$ cat src/rtl/bcdt_pkg.sv
package bcdt_pkg;
    localparam int NDIG      = 3;
    localparam int PRESET_W  = 10;
    localparam int BCD_W     = 4 * NDIG;
    localparam int MAX_VALUE = (10 ** NDIG) - 1;

    typedef logic [3:0]            bcd_digit_t;
    typedef bcd_digit_t [NDIG-1:0] bcd_word_t;

    localparam bcd_word_t ALL_NINES = {NDIG{4'd9}};

    // active-low segments, bit 6 = g ... bit 0 = a
    function automatic logic [6:0] seg_of(input bcd_digit_t d);
        logic [6:0] s;
        case (d)
            4'd0:    s = 7'b1000000;
            4'd1:    s = 7'b1111001;
            4'd2:    s = 7'b0100100;
            4'd3:    s = 7'b0110000;
            4'd4:    s = 7'b0011001;
            4'd5:    s = 7'b0010010;
            4'd6:    s = 7'b0000010;
            4'd7:    s = 7'b1111000;
            4'd8:    s = 7'b0000000;
            4'd9:    s = 7'b0010000;
            default: s = 7'b1111111;
        endcase
        return s;
    endfunction
endpackage

$ cat src/rtl/bcdt_tick_gen.sv
module bcdt_tick_gen #(
    parameter int FAST_DIV = 5,
    parameter int SLOW_DIV = 50_000_000
) (
    input  logic clk_i,
    input  logic rst_ni,
    input  logic clr_ni,
    input  logic rate_sel_i,
    output logic tick_o
);
    localparam int MAXDIV = (SLOW_DIV > FAST_DIV) ? SLOW_DIV : FAST_DIV;
    localparam int CW     = (MAXDIV > 2) ? $clog2(MAXDIV) : 1;

    typedef struct packed {
        logic [CW-1:0] cnt;
    } tick_state_t;

    tick_state_t st_d, st_q;
    logic [CW-1:0] limit;
    logic          at_limit;

    always_comb begin
        st_d     = st_q;
        limit    = rate_sel_i ? CW'(SLOW_DIV - 1) : CW'(FAST_DIV - 1);
        // ">=" keeps a leftover count from a longer interval from running past
        at_limit = (st_q.cnt >= limit);
        if (!clr_ni || at_limit) begin
            st_d.cnt = '0;
        end else begin
            st_d.cnt = st_q.cnt + 1'b1;
        end
        tick_o = clr_ni && at_limit;
    end

    always_ff @(posedge clk_i or negedge rst_ni) begin
        if (!rst_ni) st_q <= '0;
        else         st_q <= st_d;
    end

    generate
        if (FAST_DIV > 1 && SLOW_DIV > 1) begin : g_spacing
            assert_tick_spacing_R4 : assert property (@(posedge clk_i) disable iff (!rst_ni)
                tick_o |=> !tick_o);
            assert_clear_on_load_R9 : assert property (@(posedge clk_i) disable iff (!rst_ni)
                !clr_ni |=> !tick_o);
        end
    endgenerate
endmodule

$ cat src/rtl/bcdt_bin2bcd.sv
module bcdt_bin2bcd
    import bcdt_pkg::*;
(
    input  logic [PRESET_W-1:0] bin_i,
    output bcd_word_t           bcd_o
);
    logic [PRESET_W-1:0] clamped;
    logic [BCD_W-1:0]    acc;

    always_comb begin
        clamped = (bin_i > PRESET_W'(MAX_VALUE)) ? PRESET_W'(MAX_VALUE) : bin_i;
        acc     = '0;
        // shift-and-add-3 conversion, one pass per input bit
        for (int b = PRESET_W - 1; b >= 0; b--) begin
            for (int d = 0; d < NDIG; d++) begin
                if (acc[4*d +: 4] >= 4'd5) acc[4*d +: 4] = acc[4*d +: 4] + 4'd3;
            end
            acc = {acc[BCD_W-2:0], clamped[b]};
        end
        for (int d = 0; d < NDIG; d++) bcd_o[d] = acc[4*d +: 4];
    end
endmodule

$ cat src/rtl/bcdt_digit_chain.sv
module bcdt_digit_chain
    import bcdt_pkg::*;
(
    input  logic      clk_i,
    input  logic      rst_ni,
    input  logic      load_ni,
    input  logic      tick_i,
    input  bcd_word_t preset_i,
    output bcd_word_t digits_o
);
    typedef struct packed {
        bcd_word_t digits;
    } chain_state_t;

    chain_state_t st_d, st_q;
    logic         carry;

    always_comb begin
        st_d  = st_q;
        carry = 1'b0;
        if (!load_ni) begin
            st_d.digits = preset_i;
        end else if (tick_i) begin
            carry = 1'b1;
            for (int i = 0; i < NDIG; i++) begin
                if (carry) begin
                    if (st_q.digits[i] == 4'd9) begin
                        st_d.digits[i] = 4'd0;
                    end else begin
                        st_d.digits[i] = st_q.digits[i] + 4'd1;
                        carry          = 1'b0;
                    end
                end
            end
        end
        digits_o = st_q.digits;
    end

    always_ff @(posedge clk_i or negedge rst_ni) begin
        if (!rst_ni) st_q <= '0;
        else         st_q <= st_d;
    end

    generate
        for (genvar g = 0; g < NDIG; g++) begin : g_range
            assert_digit_range_R2 : assert property (@(posedge clk_i) disable iff (!rst_ni)
                st_q.digits[g] <= 4'd9);
        end
    endgenerate
endmodule

$ cat src/rtl/bcdt_seg_enc.sv
module bcdt_seg_enc
    import bcdt_pkg::*;
(
    input  bcd_digit_t digit_i,
    output logic [6:0] seg_o
);
    always_comb seg_o = seg_of(digit_i);
endmodule

$ cat src/rtl/bcd_display_timer.sv
module bcd_display_timer
    import bcdt_pkg::*;
#(
    parameter int FAST_DIV = 5,
    parameter int SLOW_DIV = 50_000_000
) (
    input  logic                clk_i,
    input  logic                rst_ni,
    input  logic                load_ni,
    input  logic                rate_sel_i,
    input  logic [PRESET_W-1:0] preset_bin_i,
    output logic [6:0]          seg_hund_o,
    output logic [6:0]          seg_tens_o,
    output logic [6:0]          seg_ones_o
);
    logic       tick_w;
    bcd_word_t  preset_bcd_w;
    bcd_word_t  digits_w;
    logic [6:0] seg_w [NDIG];

    bcdt_tick_gen #(.FAST_DIV(FAST_DIV), .SLOW_DIV(SLOW_DIV)) u_tick (
        .clk_i      (clk_i),
        .rst_ni     (rst_ni),
        .clr_ni     (load_ni),
        .rate_sel_i (rate_sel_i),
        .tick_o     (tick_w)
    );

    bcdt_bin2bcd u_conv (
        .bin_i (preset_bin_i),
        .bcd_o (preset_bcd_w)
    );

    bcdt_digit_chain u_chain (
        .clk_i    (clk_i),
        .rst_ni   (rst_ni),
        .load_ni  (load_ni),
        .tick_i   (tick_w),
        .preset_i (preset_bcd_w),
        .digits_o (digits_w)
    );

    generate
        for (genvar g = 0; g < NDIG; g++) begin : g_seg
            bcdt_seg_enc u_enc (
                .digit_i (digits_w[g]),
                .seg_o   (seg_w[g])
            );
            assert_seg_lit_R7 : assert property (@(posedge clk_i) disable iff (!rst_ni)
                seg_w[g] != 7'b1111111);
        end
    endgenerate

    assign seg_ones_o = seg_w[0];
    assign seg_tens_o = seg_w[1];
    assign seg_hund_o = seg_w[2];

    assert_hold_between_ticks_R2 : assert property (@(posedge clk_i) disable iff (!rst_ni)
        (load_ni && !tick_w) |=> $stable(digits_w));

    assert_ones_step_R2 : assert property (@(posedge clk_i) disable iff (!rst_ni)
        (load_ni && tick_w && digits_w[0] != 4'd9) |=> digits_w[0] == $past(digits_w[0]) + 4'd1);

    assert_wrap_R3 : assert property (@(posedge clk_i) disable iff (!rst_ni)
        (load_ni && tick_w && digits_w == ALL_NINES) |=> digits_w == '0);

    assert_load_value_R5 : assert property (@(posedge clk_i) disable iff (!rst_ni)
        !load_ni |=> digits_w == $past(preset_bcd_w));
endmodule

$ cat config.mk
export PLATFORM = sky130hd
export DESIGN_NAME = bcd_display_timer
export DESIGN_NICKNAME = d
export VERILOG_FILES = /design/src/rtl/bcdt_pkg.sv /design/src/rtl/bcdt_tick_gen.sv /design/src/rtl/bcdt_bin2bcd.sv /design/src/rtl/bcdt_digit_chain.sv /design/src/rtl/bcdt_seg_enc.sv /design/src/rtl/bcd_display_timer.sv
export SDC_FILE = /design/constraint.sdc
export NUM_CORES = 1
export LEC_CHECK = 0
export ABC_AREA = 1
export BUFFER_PORTS_ARGS = -buffer_cell sky130_fd_sc_hd__buf_4
export CAP_MARGIN = 30
export CORE_ASPECT_RATIO = 1.2
export CORE_MARGIN = 2
export CORE_UTILIZATION = 50
export DETAILED_ROUTE_END_ITERATION = 6
export PLACE_DENSITY = 0.79
export SLEW_MARGIN = 20
export SYNTH_ARGS = -nofsm -noshare
export SYNTH_HDL_FRONTEND = slang
export SYNTH_HIERARCHICAL = 1
export SYNTH_SLANG_ARGS = --single-unit
$ cat constraint.sdc
create_clock -name clk_i -period 4.1 [get_ports clk_i]
set_input_delay 0 -clock clk_i [delete_from_list [all_inputs] [get_ports clk_i]]
set_output_delay 0 -clock clk_i [all_outputs]
set_load 0.05 [all_outputs]
==> results_dict.tcl <==
set metrics [dict create \
    dieArea_um2 10500 \
    min_to "u_chain/digits_o[0]" \
    power_density_nw_per_um2 582 \
    path_class "in2reg" \
    synth-edff-count 0 \
    end_kind "flip-flop" \
    hpwl_um 8160 \
    grt_max_degree 39 \
    utilization_pct 58.9 \
    yosysSeqAreaShare_pct 19.6 \
    r2r-start "u_tick/st_q[25]" \
    startpoint_type "input port" \
    start_util_pct 51.1 \
    synthesis.instances 756 \
    antenna_left 0 \
    layout_min_cycle_time_ns 3.76 \
    clk_latency_ns 0.29 \
    critPathMaxStageDelay_ns 0.28 \
    rows 39 \
    tns_ns 0 \
    fill_cells 925 \
    fmaxAchievable_mhz 266 \
    arrival_ns 3.92 \
    cts_tree "done" \
    portBuffers 34 \
    antenna_found_initial 0 \
    die_w_um 93.8 \
    dp.cells 917 \
    crit_slowest_cell "or2_2" \
    fp.coreArea_um2 9470 \
    vdd_drop_max_mv 0.446 \
    internal_power_mw 1.42 \
    fin_nets 864 \
    num_vias 4730 \
    avgSynthCellArea_um2 6.40 \
    p_switching_mw 1.83 \
    synth_top_cell_by_area "nand2_1" \
    num_antenna_cells 0 \
    synth-main-ff-cell "dfrtp_1" \
    clock-sinks 38 \
    worst-path-max-fanout 5 \
    routed_wl_um 10700 \
    cap_violations 0 \
    power_frac_seq_pct 16.9 \
    grt_pass1_vias 4486 \
    avgRoutedWirePerCell_um 11.5 \
    viasPerCell 5.09 \
    path_clk_slew_ns 0.06 \
    fin_cells 930 \
    synth.most_common_cell "nand2_1" \
    root_buffer "clkbuf_16" \
    async_reset_ff_share_pct 100 \
    grt_first_pass_wirelength_um 18500 \
    finalSetupViolCount 0 \
    io_pins 35 \
    status "finished, final reports clean" \
    hold_viol_final 0 \
    cts.htree.levels 2 \
    p_leak_nw 2.94 \
    tightest_slew_ns 0.592 \
    power_frac_clock_pct 12.2 \
    gr-usage-all-layers_pct 21.0 \
    total_power_mw 3.25 \
    yosysTopAreaCellShare_pct 20.2 \
    die_h_um 112 \
    fin_skew_ns 0.00337 \
    r2r_end "u_chain/digits_o[9]" \
    drcViolationCount 0 \
    synth_warnings 6 \
    drive_gt1_share_pct 23.4 \
    r2r_slack_ns 1.48 \
    yosysUniqueCellTypes 40 \
    ys_top_cells_by_count "nand2_1, inv_1, nand3_1" \
    timing.slew.headroom_pct 60.5 \
    hold_path_class "in2reg" \
    reg2reg_depth 12 \
    first_iter_violations 210 \
    grt_overflow 0 \
    yosys_register_bits 38 \
    slew_violations 0 \
    syn_nets 814 \
    syn_area_um2 4840 \
    comb_power_share_pct 70.9 \
    synthTopCellsByArea "nand2_1, dfrtp_1, ha_1, inv_1, nand3_1" \
    cts_buffer_depth 2 \
    switching_share_pct 56.2 \
    fin_crit_sh_pct 91.7 \
    gp_congestion 0.878 \
    min_from "preset_bin_i[0]" \
    cp_data_required_time_ns 4.26 \
    dr.pass1.iters 4 \
    syn2layout_area_growth_pct 15.1 \
    cts_buffers 5 \
    hold_depth 4 \
]
## registers in the layout (all words and copies together) (netlist names)
name,cells
u_tick/st_q,26
u_chain/digits_o,12
## metal layers
metal	global-route usage [%]	share of wire, %
met1	24.3	41
met2	39.8	54
met3	2.50	3.2
met4	5.80	1.5
met5	0	0
## power by group through the flow
stage	Clock, mW	Sequential [mW]	Combinational (mW)
floorplan	0	0.521	1.77
global placement	0	0.556	2.23
detailed placement	0	0.554	2.25
CTS	0.401	0.549	2.26
global route	0.416	0.565	2.56
finish	0.397	0.548	2.30
## cell families after synthesis
family / count (synthesis) / synth area share, %
adders and majority gates: 44 / 11.4
buffers and inverters: 121 / 9.87
AOI/OAI and AO/OA: 44 / 6.07
and+or+nand+nor: 489 / 49.4
DFF: 38 / 19.6
xor gates and xnor gates: 20 / 3.62
## area by class of cell
cell class                 count  area [um2]  area share, %
sequential                    38         951           17.1
clock inverter                 2        12.5          0.224
multi-input combinational    597        3520           63.1
timing repair buffer          49         370           6.64
tap                          123         154           2.76
clock buffer                   6         139           2.49
inverter                     115         432           7.74
## worst max-delay path, delay by kind of cell
kind                       cells  cell delay, ns
and+or+nand+nor               27            2.56
AOI/OAI and AO/OA              3            0.34
buffers and inverters          7            0.48
adders and majority gates      3            0.55
## worst max-delay path by stage
stage / from / to / slack (ns) / cells past startpoint
after floorplan: preset_bin_i[7] / u_chain/digits_o[10] / 0.12 / 36
after global placement: preset_bin_i[9] / u_chain/digits_o[10] / 0.003 / 39
after CTS: preset_bin_i[7] / u_chain/digits_o[10] / 0.15 / 40
after detailed placement: preset_bin_i[7] / u_chain/digits_o[10] / -0.13 / 42
final: preset_bin_i[9] / u_chain/digits_o[4] / 0.34 / 40
after global routing: preset_bin_i[9] / u_chain/digits_o[10] / -0.06 / 41
## layout by cell type (no fill, tap or decap), types with 2 or more instances in the layout
cell type / count
a21oi_1: 10
buf_4: 48
clkbuf_16: 5
dfrtp_1: 38
ha_1: 40
ha_4: 3
inv_1: 92
inv_2: 22
nand2_1: 253
nand2_2: 30
nand2_4: 13
nand3_1: 62
nand3_2: 20
nand3_4: 5
nand4_1: 12
nor2_1: 50
nor2_2: 15
nor2_4: 5
nor3_1: 14
nor3_2: 5
o21ai_0: 8
o21ai_1: 6
o21ai_2: 8
o21bai_1: 3
or2_2: 2
xnor2_1: 4
xor2_1: 16
## what timing repair did
action	CTS	global route
hold endpoints to repair	38	0
setup endpoints to repair	0	11
setup buffers	0	4
gates resized for setup	0	30
hold buffers	1	0
## through the flow
stage               area (um2)  hold slack [ns]  setup slack, ns
floorplan                 4840           -0.296            0.124
global placement          5280         -0.00493          0.00315
detailed placement        5280          0.00127           -0.130
CTS                       5440           0.0966            0.152
global route              5570            0.126          -0.0551
finish                    5570           0.0927            0.341
No activity file was read; power rests on OpenSTA's default activity.
